## config.mk

```make
export PLATFORM = sky130hd
export DESIGN_NAME = twb_addr_front
export DESIGN_NICKNAME = d
export VERILOG_FILES = /design/src/rtl/twb_pkg.sv /design/src/rtl/twb_line_filter.sv /design/src/rtl/twb_cond_detect.sv /design/src/rtl/twb_addr_rx.sv /design/src/rtl/twb_addr_front.sv
export SDC_FILE = /design/constraint.sdc
export NUM_CORES = 1
export LEC_CHECK = 0
export BUFFER_PORTS_ARGS = -buffer_cell sky130_fd_sc_hd__buf_2
export CORE_AREA = 2 2 79 81
export DETAILED_ROUTE_END_ITERATION = 10
export DIE_AREA = 0 0 81 83
export GPL_TIMING_DRIVEN = 0
export PLACE_DENSITY_LB_ADDON = 0.08
export SLEW_MARGIN = 20
export SYNTH_ARGS = -nofsm -noshare
export SYNTH_HDL_FRONTEND = slang
export SYNTH_SLANG_ARGS = --single-unit
export TNS_END_PERCENT = 5
```

## constraint.sdc

```tcl
create_clock -name clk -period 1.83 [get_ports clk]
set_input_delay 0 -clock clk [delete_from_list [all_inputs] [get_ports clk]]
set_output_delay 0 -clock clk [all_outputs]
set_load 0.02 [all_outputs]
```

## src/rtl/twb_pkg.sv

```systemverilog
package twb_pkg;
   typedef enum logic [2:0] {
      RX_IDLE,
      RX_ADDR,
      RX_ACK_WAIT,
      RX_ACK_DRV,
      RX_HELD
   } rx_state_t;
endpackage

```

## src/rtl/twb_line_filter.sv

```systemverilog
module twb_line_filter #(
   parameter int SYNC_STAGES = 2,
   parameter int FILT_CYC    = 3
) (
   input  logic clk,
   input  logic rst_n,
   input  logic raw_i,
   output logic clean_o
);
   localparam int CNT_W = (FILT_CYC > 1) ? $clog2(FILT_CYC + 1) : 1;

   generate
      if (SYNC_STAGES < 2) begin : g_bad_sync
         $error("twb_line_filter: SYNC_STAGES must be at least 2");
      end
      if (FILT_CYC < 1) begin : g_bad_filt
         $error("twb_line_filter: FILT_CYC must be at least 1");
      end
   endgenerate

   logic [SYNC_STAGES-1:0] sync_q;
   logic                   samp;

   always_ff @(posedge clk or negedge rst_n) begin
      if (!rst_n) sync_q <= '1;
      else        sync_q <= {sync_q[SYNC_STAGES-2:0], raw_i};
   end
   assign samp = sync_q[SYNC_STAGES-1];

   generate
      if (FILT_CYC == 1) begin : g_pass
         logic line_q;
         always_ff @(posedge clk or negedge rst_n) begin
            if (!rst_n) line_q <= 1'b1;
            else        line_q <= samp;
         end
         assign clean_o = line_q;
      end else begin : g_count
         logic             line_q;
         logic [CNT_W-1:0] run_q;
         always_ff @(posedge clk or negedge rst_n) begin
            if (!rst_n) begin
               line_q <= 1'b1;
               run_q  <= '0;
            end else if (samp == line_q) begin
               run_q <= '0;
            end else if (run_q == CNT_W'(FILT_CYC - 1)) begin
               line_q <= samp;
               run_q  <= '0;
            end else begin
               run_q <= run_q + 1'b1;
            end
         end
         assign clean_o = line_q;
      end
   endgenerate
endmodule

```

## src/rtl/twb_cond_detect.sv

```systemverilog
module twb_cond_detect (
   input  logic clk,
   input  logic rst_n,
   input  logic scl,
   input  logic sda,
   output logic scl_rise,
   output logic scl_fall,
   output logic open_ev,
   output logic close_ev
);
   logic scl_q, sda_q;

   always_ff @(posedge clk or negedge rst_n) begin
      if (!rst_n) begin
         scl_q <= 1'b1;
         sda_q <= 1'b1;
      end else begin
         scl_q <= scl;
         sda_q <= sda;
      end
   end

   assign scl_rise = scl & ~scl_q;
   assign scl_fall = ~scl & scl_q;
   assign open_ev  = scl & scl_q & sda_q & ~sda;
   assign close_ev = scl & scl_q & ~sda_q & sda;
endmodule

```

## src/rtl/twb_addr_rx.sv

```systemverilog
module twb_addr_rx
   import twb_pkg::*;
#(
   parameter int ADDR_W = 7
) (
   input  logic              clk,
   input  logic              rst_n,
   input  logic              open_ev,
   input  logic              close_ev,
   input  logic              scl_rise,
   input  logic              scl_fall,
   input  logic              sda,
   input  logic [ADDR_W-1:0] own_addr,
   input  logic              gc_en,
   input  logic              ack_en,
   input  logic              abort,
   output logic              match,
   output logic              gcall,
   output logic              rw,
   output logic              ack_low
);
   localparam int BYTE_W = ADDR_W + 1;
   localparam int CNT_W  = $clog2(BYTE_W + 1);

   rx_state_t         state_q;
   logic [BYTE_W-1:0] shift_q;
   logic [CNT_W-1:0]  bits_q;
   logic [BYTE_W-1:0] byte_nxt;
   logic [ADDR_W-1:0] addr_rx;
   logic              own_hit, gc_hit, last_bit;

   always_comb begin
      byte_nxt = {shift_q[BYTE_W-2:0], sda};
      addr_rx  = byte_nxt[BYTE_W-1:1];
      own_hit  = (addr_rx == own_addr) && (addr_rx != '0);
      gc_hit   = gc_en && (addr_rx == '0);
      last_bit = (bits_q == CNT_W'(BYTE_W - 1));
   end

   always_ff @(posedge clk or negedge rst_n) begin
      if (!rst_n) begin
         state_q <= RX_IDLE;
         shift_q <= '0;
         bits_q  <= '0;
         match   <= 1'b0;
         gcall   <= 1'b0;
         rw      <= 1'b0;
         ack_low <= 1'b0;
      end else if (abort || close_ev) begin
         state_q <= RX_IDLE;
         match   <= 1'b0;
         gcall   <= 1'b0;
         rw      <= 1'b0;
         ack_low <= 1'b0;
      end else if (open_ev) begin
         state_q <= RX_ADDR;
         shift_q <= '0;
         bits_q  <= '0;
         match   <= 1'b0;
         gcall   <= 1'b0;
         rw      <= 1'b0;
         ack_low <= 1'b0;
      end else begin
         unique case (state_q)
            RX_ADDR: begin
               if (scl_rise) begin
                  shift_q <= byte_nxt;
                  bits_q  <= bits_q + 1'b1;
                  if (last_bit) begin
                     if (own_hit || gc_hit) begin
                        match   <= 1'b1;
                        gcall   <= gc_hit;
                        rw      <= byte_nxt[0];
                        state_q <= RX_ACK_WAIT;
                     end else begin
                        state_q <= RX_IDLE;
                     end
                  end
               end
            end
            RX_ACK_WAIT: begin
               if (scl_fall) begin
                  ack_low <= ack_en;
                  state_q <= RX_ACK_DRV;
               end
            end
            RX_ACK_DRV: begin
               if (scl_fall) begin
                  ack_low <= 1'b0;
                  state_q <= RX_HELD;
               end
            end
            default: ;
         endcase
      end
   end
endmodule

```

## src/rtl/twb_addr_front.sv

```systemverilog
module twb_addr_front #(
   parameter int ADDR_W      = 7,
   parameter int SYNC_STAGES = 2,
   parameter int FILT_CYC    = 3
) (
   input  logic              clk,
   input  logic              rst_n,
   input  logic              scl_i,
   input  logic              sda_i,
   input  logic [ADDR_W-1:0] own_addr_i,
   input  logic              gc_en_i,
   input  logic              ack_en_i,
   input  logic              abort_i,
   output logic              start_o,
   output logic              stop_o,
   output logic              match_o,
   output logic              gcall_o,
   output logic              rw_o,
   output logic              ack_low_o
);
   localparam int N_LINES = 2;

   generate
      if (ADDR_W < 1) begin : g_bad_addr
         $error("twb_addr_front: ADDR_W must be at least 1");
      end
   endgenerate

   logic [N_LINES-1:0] raw_lines, clean_lines;
   logic scl_rise, scl_fall, open_ev, close_ev;

   assign raw_lines = {scl_i, sda_i};

   generate
      for (genvar i = 0; i < N_LINES; i++) begin : g_line
         twb_line_filter #(
            .SYNC_STAGES(SYNC_STAGES),
            .FILT_CYC   (FILT_CYC)
         ) u_filt (
            .clk    (clk),
            .rst_n  (rst_n),
            .raw_i  (raw_lines[i]),
            .clean_o(clean_lines[i])
         );
      end
   endgenerate

   twb_cond_detect u_cond (
      .clk     (clk),
      .rst_n   (rst_n),
      .scl     (clean_lines[1]),
      .sda     (clean_lines[0]),
      .scl_rise(scl_rise),
      .scl_fall(scl_fall),
      .open_ev (open_ev),
      .close_ev(close_ev)
   );

   twb_addr_rx #(.ADDR_W(ADDR_W)) u_rx (
      .clk     (clk),
      .rst_n   (rst_n),
      .open_ev (open_ev),
      .close_ev(close_ev),
      .scl_rise(scl_rise),
      .scl_fall(scl_fall),
      .sda     (clean_lines[0]),
      .own_addr(own_addr_i),
      .gc_en   (gc_en_i),
      .ack_en  (ack_en_i),
      .abort   (abort_i),
      .match   (match_o),
      .gcall   (gcall_o),
      .rw      (rw_o),
      .ack_low (ack_low_o)
   );

   always_ff @(posedge clk or negedge rst_n) begin
      if (!rst_n) begin
         start_o <= 1'b0;
         stop_o  <= 1'b0;
      end else begin
         start_o <= open_ev;
         stop_o  <= close_ev;
      end
   end
endmodule

```

==> results.cfg <==
[logic_synthesis]
synthFlopType = dfrtp_1
async_flop_share = 1.000
synth.area.top_cells = dfrtp_1 43%, dfstp_2 15%, xor2_1 6.2%, a22o_1 3.7%, nor4_4 3.0%
syn_area_mm2 = 0.001411
yosysMostFrequentCell = dfrtp_1
ys_seq_elements = 32
synthTopCellsByCount = 24 x dfrtp_1, 10 x xor2_1, 8 x dfstp_2
yosys.area.top_type_share = 0.4255
syn_inst = 112
netlist-cell-type-count = 37
yosysWarnings = 0
synthesis.nets = 127
yosys.area.top_type = dfrtp_1
seq_area_frac_synth = 0.5745
syn-mean-instance-area_um2 = 12.60
synth_edf_count = 0

[timing]
max_freq_ghz = 0.5381
setup_viol = 1
skew_ns = 0.001615
final.min_clock_period_ns = 1.858
slew_violations = 0
grt_setup_unrepaired = true
hold_viol_final = 0
period_share = 1.015
worst_slew_pin_slew_ns = 0.7313
slew_headroom = 0.5125
fin_ws_ns = -0.02827

[min_path]
hold_start = gc_en_i
hold_path.class = in2reg
hold_depth = 3
min_to = u_rx.gcall

[route]
via_per_inst = 4.454
dr.first_iter.drc_count = 57
drc_errors = 0
dr.pass1.iters = 4
wl_mm = 2.897
vias = 971
ant_nets = 0
wire_per_inst_um = 13.29

[floorplanning]
fp-row-count = 28
core_mm2 = 0.005816
io_pins = 20
die_area_mm2 = 0.006723
fp.dieW_um = 81
dieHeight_um = 83
start_util = 0.2427

[power]
power_frac_comb = 0.201
p_switching_uw = 537.0
leakagePower_nw = 0.8241
clkPwrFrac = 0.296
switching_share = 0.2881
power.internal_mw = 1.327
ir_drop_uv = 430.7
power.share.sequential = 0.503
power_density_mw_per_mm2 = 1066

[layout]
n_antenna_cell = 0
fin_area_mm2 = 0.001748
nets = 157
seqCellArea_um2 = 810.8
drive_above_1_share = 0.3497
nFillCells = 642
syn2layout_area_growth_pct = 23.85
fin_util = 0.3006
multi_input_area_um2 = 593.1

[setup_path]
arrival_ns = 2.03
cp-end-kind = flop
crit_required_ns = 2.00
reg2reg_slack_ns = -0.03
r2r_start = u_rx.state_q[2]
crit_fanout = 5
worstSetupStartpointType = flop
rr_endpoint = u_rx.rw
r2r_cells = 5
crit_type = reg2reg

[clocking]
cts.sinks = 32
cts_tree = done
cts_buffer_depth = 2
clk_pin_slew_worst_paths_ns = 0.06
cts_made_buffers = 5
cts_root_buf = clkbuf_8
cts_setup_buffers = 0
htree_levels = 2
clk_latency_ns = 0.28

[placement]
place_area_mm2 = 0.001600
portBuffers = 19
dp_hpwl_mm = 2.076
routabilityCongestion = 0.7640

[global_routing]
antenna_found_initial = 0
grt_max_degree = 33
grt_pass1_vias = 1064
grt_pass1_wl_mm = 5.078
grt-ovfl-total = 0
grt.total_usage = 0.09915

[status]
violations = setup timing
status = finished with violations

[job]
maxCapViolCount = 0
power by group through the flow:
| stage | registers, mW | clock network, mW | logic, mW |
|---|---|---|---|
| 2_1_floorplan | 0.933 | 0 | 0.261 |
| 6_report | 0.937 | 0.551 | 0.375 |
| 3_3_place_gp | 0.942 | 0 | 0.352 |
| 4_1_cts | 0.940 | 0.572 | 0.368 |
| 3_5_place_dp | 0.951 | 0 | 0.358 |
| 5_1_grt | 0.954 | 0.622 | 0.419 |
worst max-delay path by stage:
stage                                        start              to  cells after the start
after floorplan                    u_rx.shift_q[3]         u_rx.rw                      5
after global placement    g_line[1].u_filt.clean_o  u_rx.bits_q[0]                      4
after detailed placement  g_line[1].u_filt.clean_o  u_rx.bits_q[0]                      4
after CTS                          u_rx.state_q[2]         u_rx.rw                      5
after global routing      g_line[1].u_filt.clean_o         u_rx.rw                      5
final                              u_rx.state_q[2]         u_rx.rw                      5
critical path, cell delays in order (launching register included):
cell and delay (ns):
dfrtp_1 0.41, nand2b_2 0.26, nor4_4 0.43, nand4b_2 0.24, and3_1 0.24, o21ba_1 0.17
layout make-up:
class	instances	share of cell area
buffer	2	0.005727
tap	75	0.05369
timing repair buffer	23	0.07731
sequential	32	0.4639
clock buffer	8	0.05154
inverter	4	0.008590
multi-input combinational	74	0.3393
flip-flops by register name, indices dropped and copies added (netlist names):
register	flops
u_rx.ack_low	1
g_line.u_filt.g_count.run_q	4
u_rx.state_q	3
u_rx.match	1
u_rx.rw	1
g_line.u_filt.sync_q	4
u_cond.sda_q	1
u_rx.gcall	1
u_rx.bits_q	4
stop_o	1
u_rx.shift_q	7
g_line.u_filt.clean_o	2
u_cond.scl_q	1
start_o	1
repair_timing:
action                                 4_1_cts  5_1_grt
cloned                                       0        0
setup endpoints to repair                    4       11
hold buffers                                 4        0
resized for setup                            1        4
endpoints found under the hold margin       27        0
placed cells by master, fill, tap and decap left out, drive strengths merged, types with 4 or more instances in the layout:
| cell type | synthesis | routed |
|---|---|---|
| a22o | 8 | 8 |
| buf | 1 | 20 |
| clkbuf | 1 | 9 |
| dfrtp | 24 | 24 |
| dfstp | 8 | 8 |
| dlygate4sd3 | 0 | 4 |
| inv | 4 | 4 |
| nand2b | 6 | 6 |
| nor2 | 5 | 5 |
| nor3 | 5 | 5 |
| nor4 | 4 | 4 |
| xor2 | 10 | 10 |
cell families (layout without fill, tap and decap cells):
family / after synthesis / in the layout / share of synthesized area
mux: 2 / 2 / 0.01596
fa+ha+maj: 1 / 1 / 0.008864
compound gates: 22 / 22 / 0.1179
flops: 32 / 32 / 0.5745
buf+inv: 6 / 37 / 0.01683
simple gates: 37 / 37 / 0.1915
xor+xnor: 12 / 12 / 0.07447
through the flow:
step | setup TNS, ns | power [mW] | cells | setup slack, ns | hold WS (ns)
finish | -0.02827 | 1.864 | 218 | -0.02827 | 0.01964
global route | -0.1100 | 1.995 | 218 | -0.1100 | 0.02510
CTS | -0.009919 | 1.879 | 218 | -0.009919 | 0.01277
detailed placement | -0.06805 | 1.310 | 206 | -0.03227 | 0.1069
global placement | -0.06550 | 1.294 | 206 | -0.03080 | 0.1035
floorplan | 0 | 1.194 | 112 | 0.1468 | -0.2956
layer usage:
layer	track usage	wire length, um	part of all wire
met3	0.03478	119	0.041
met5	0	0	0
met2	0.1458	1377	0.48
met1	0.1262	1314	0.45
met4	0.05239	85	0.029
No activity file was read; power rests on OpenSTA's default activity.
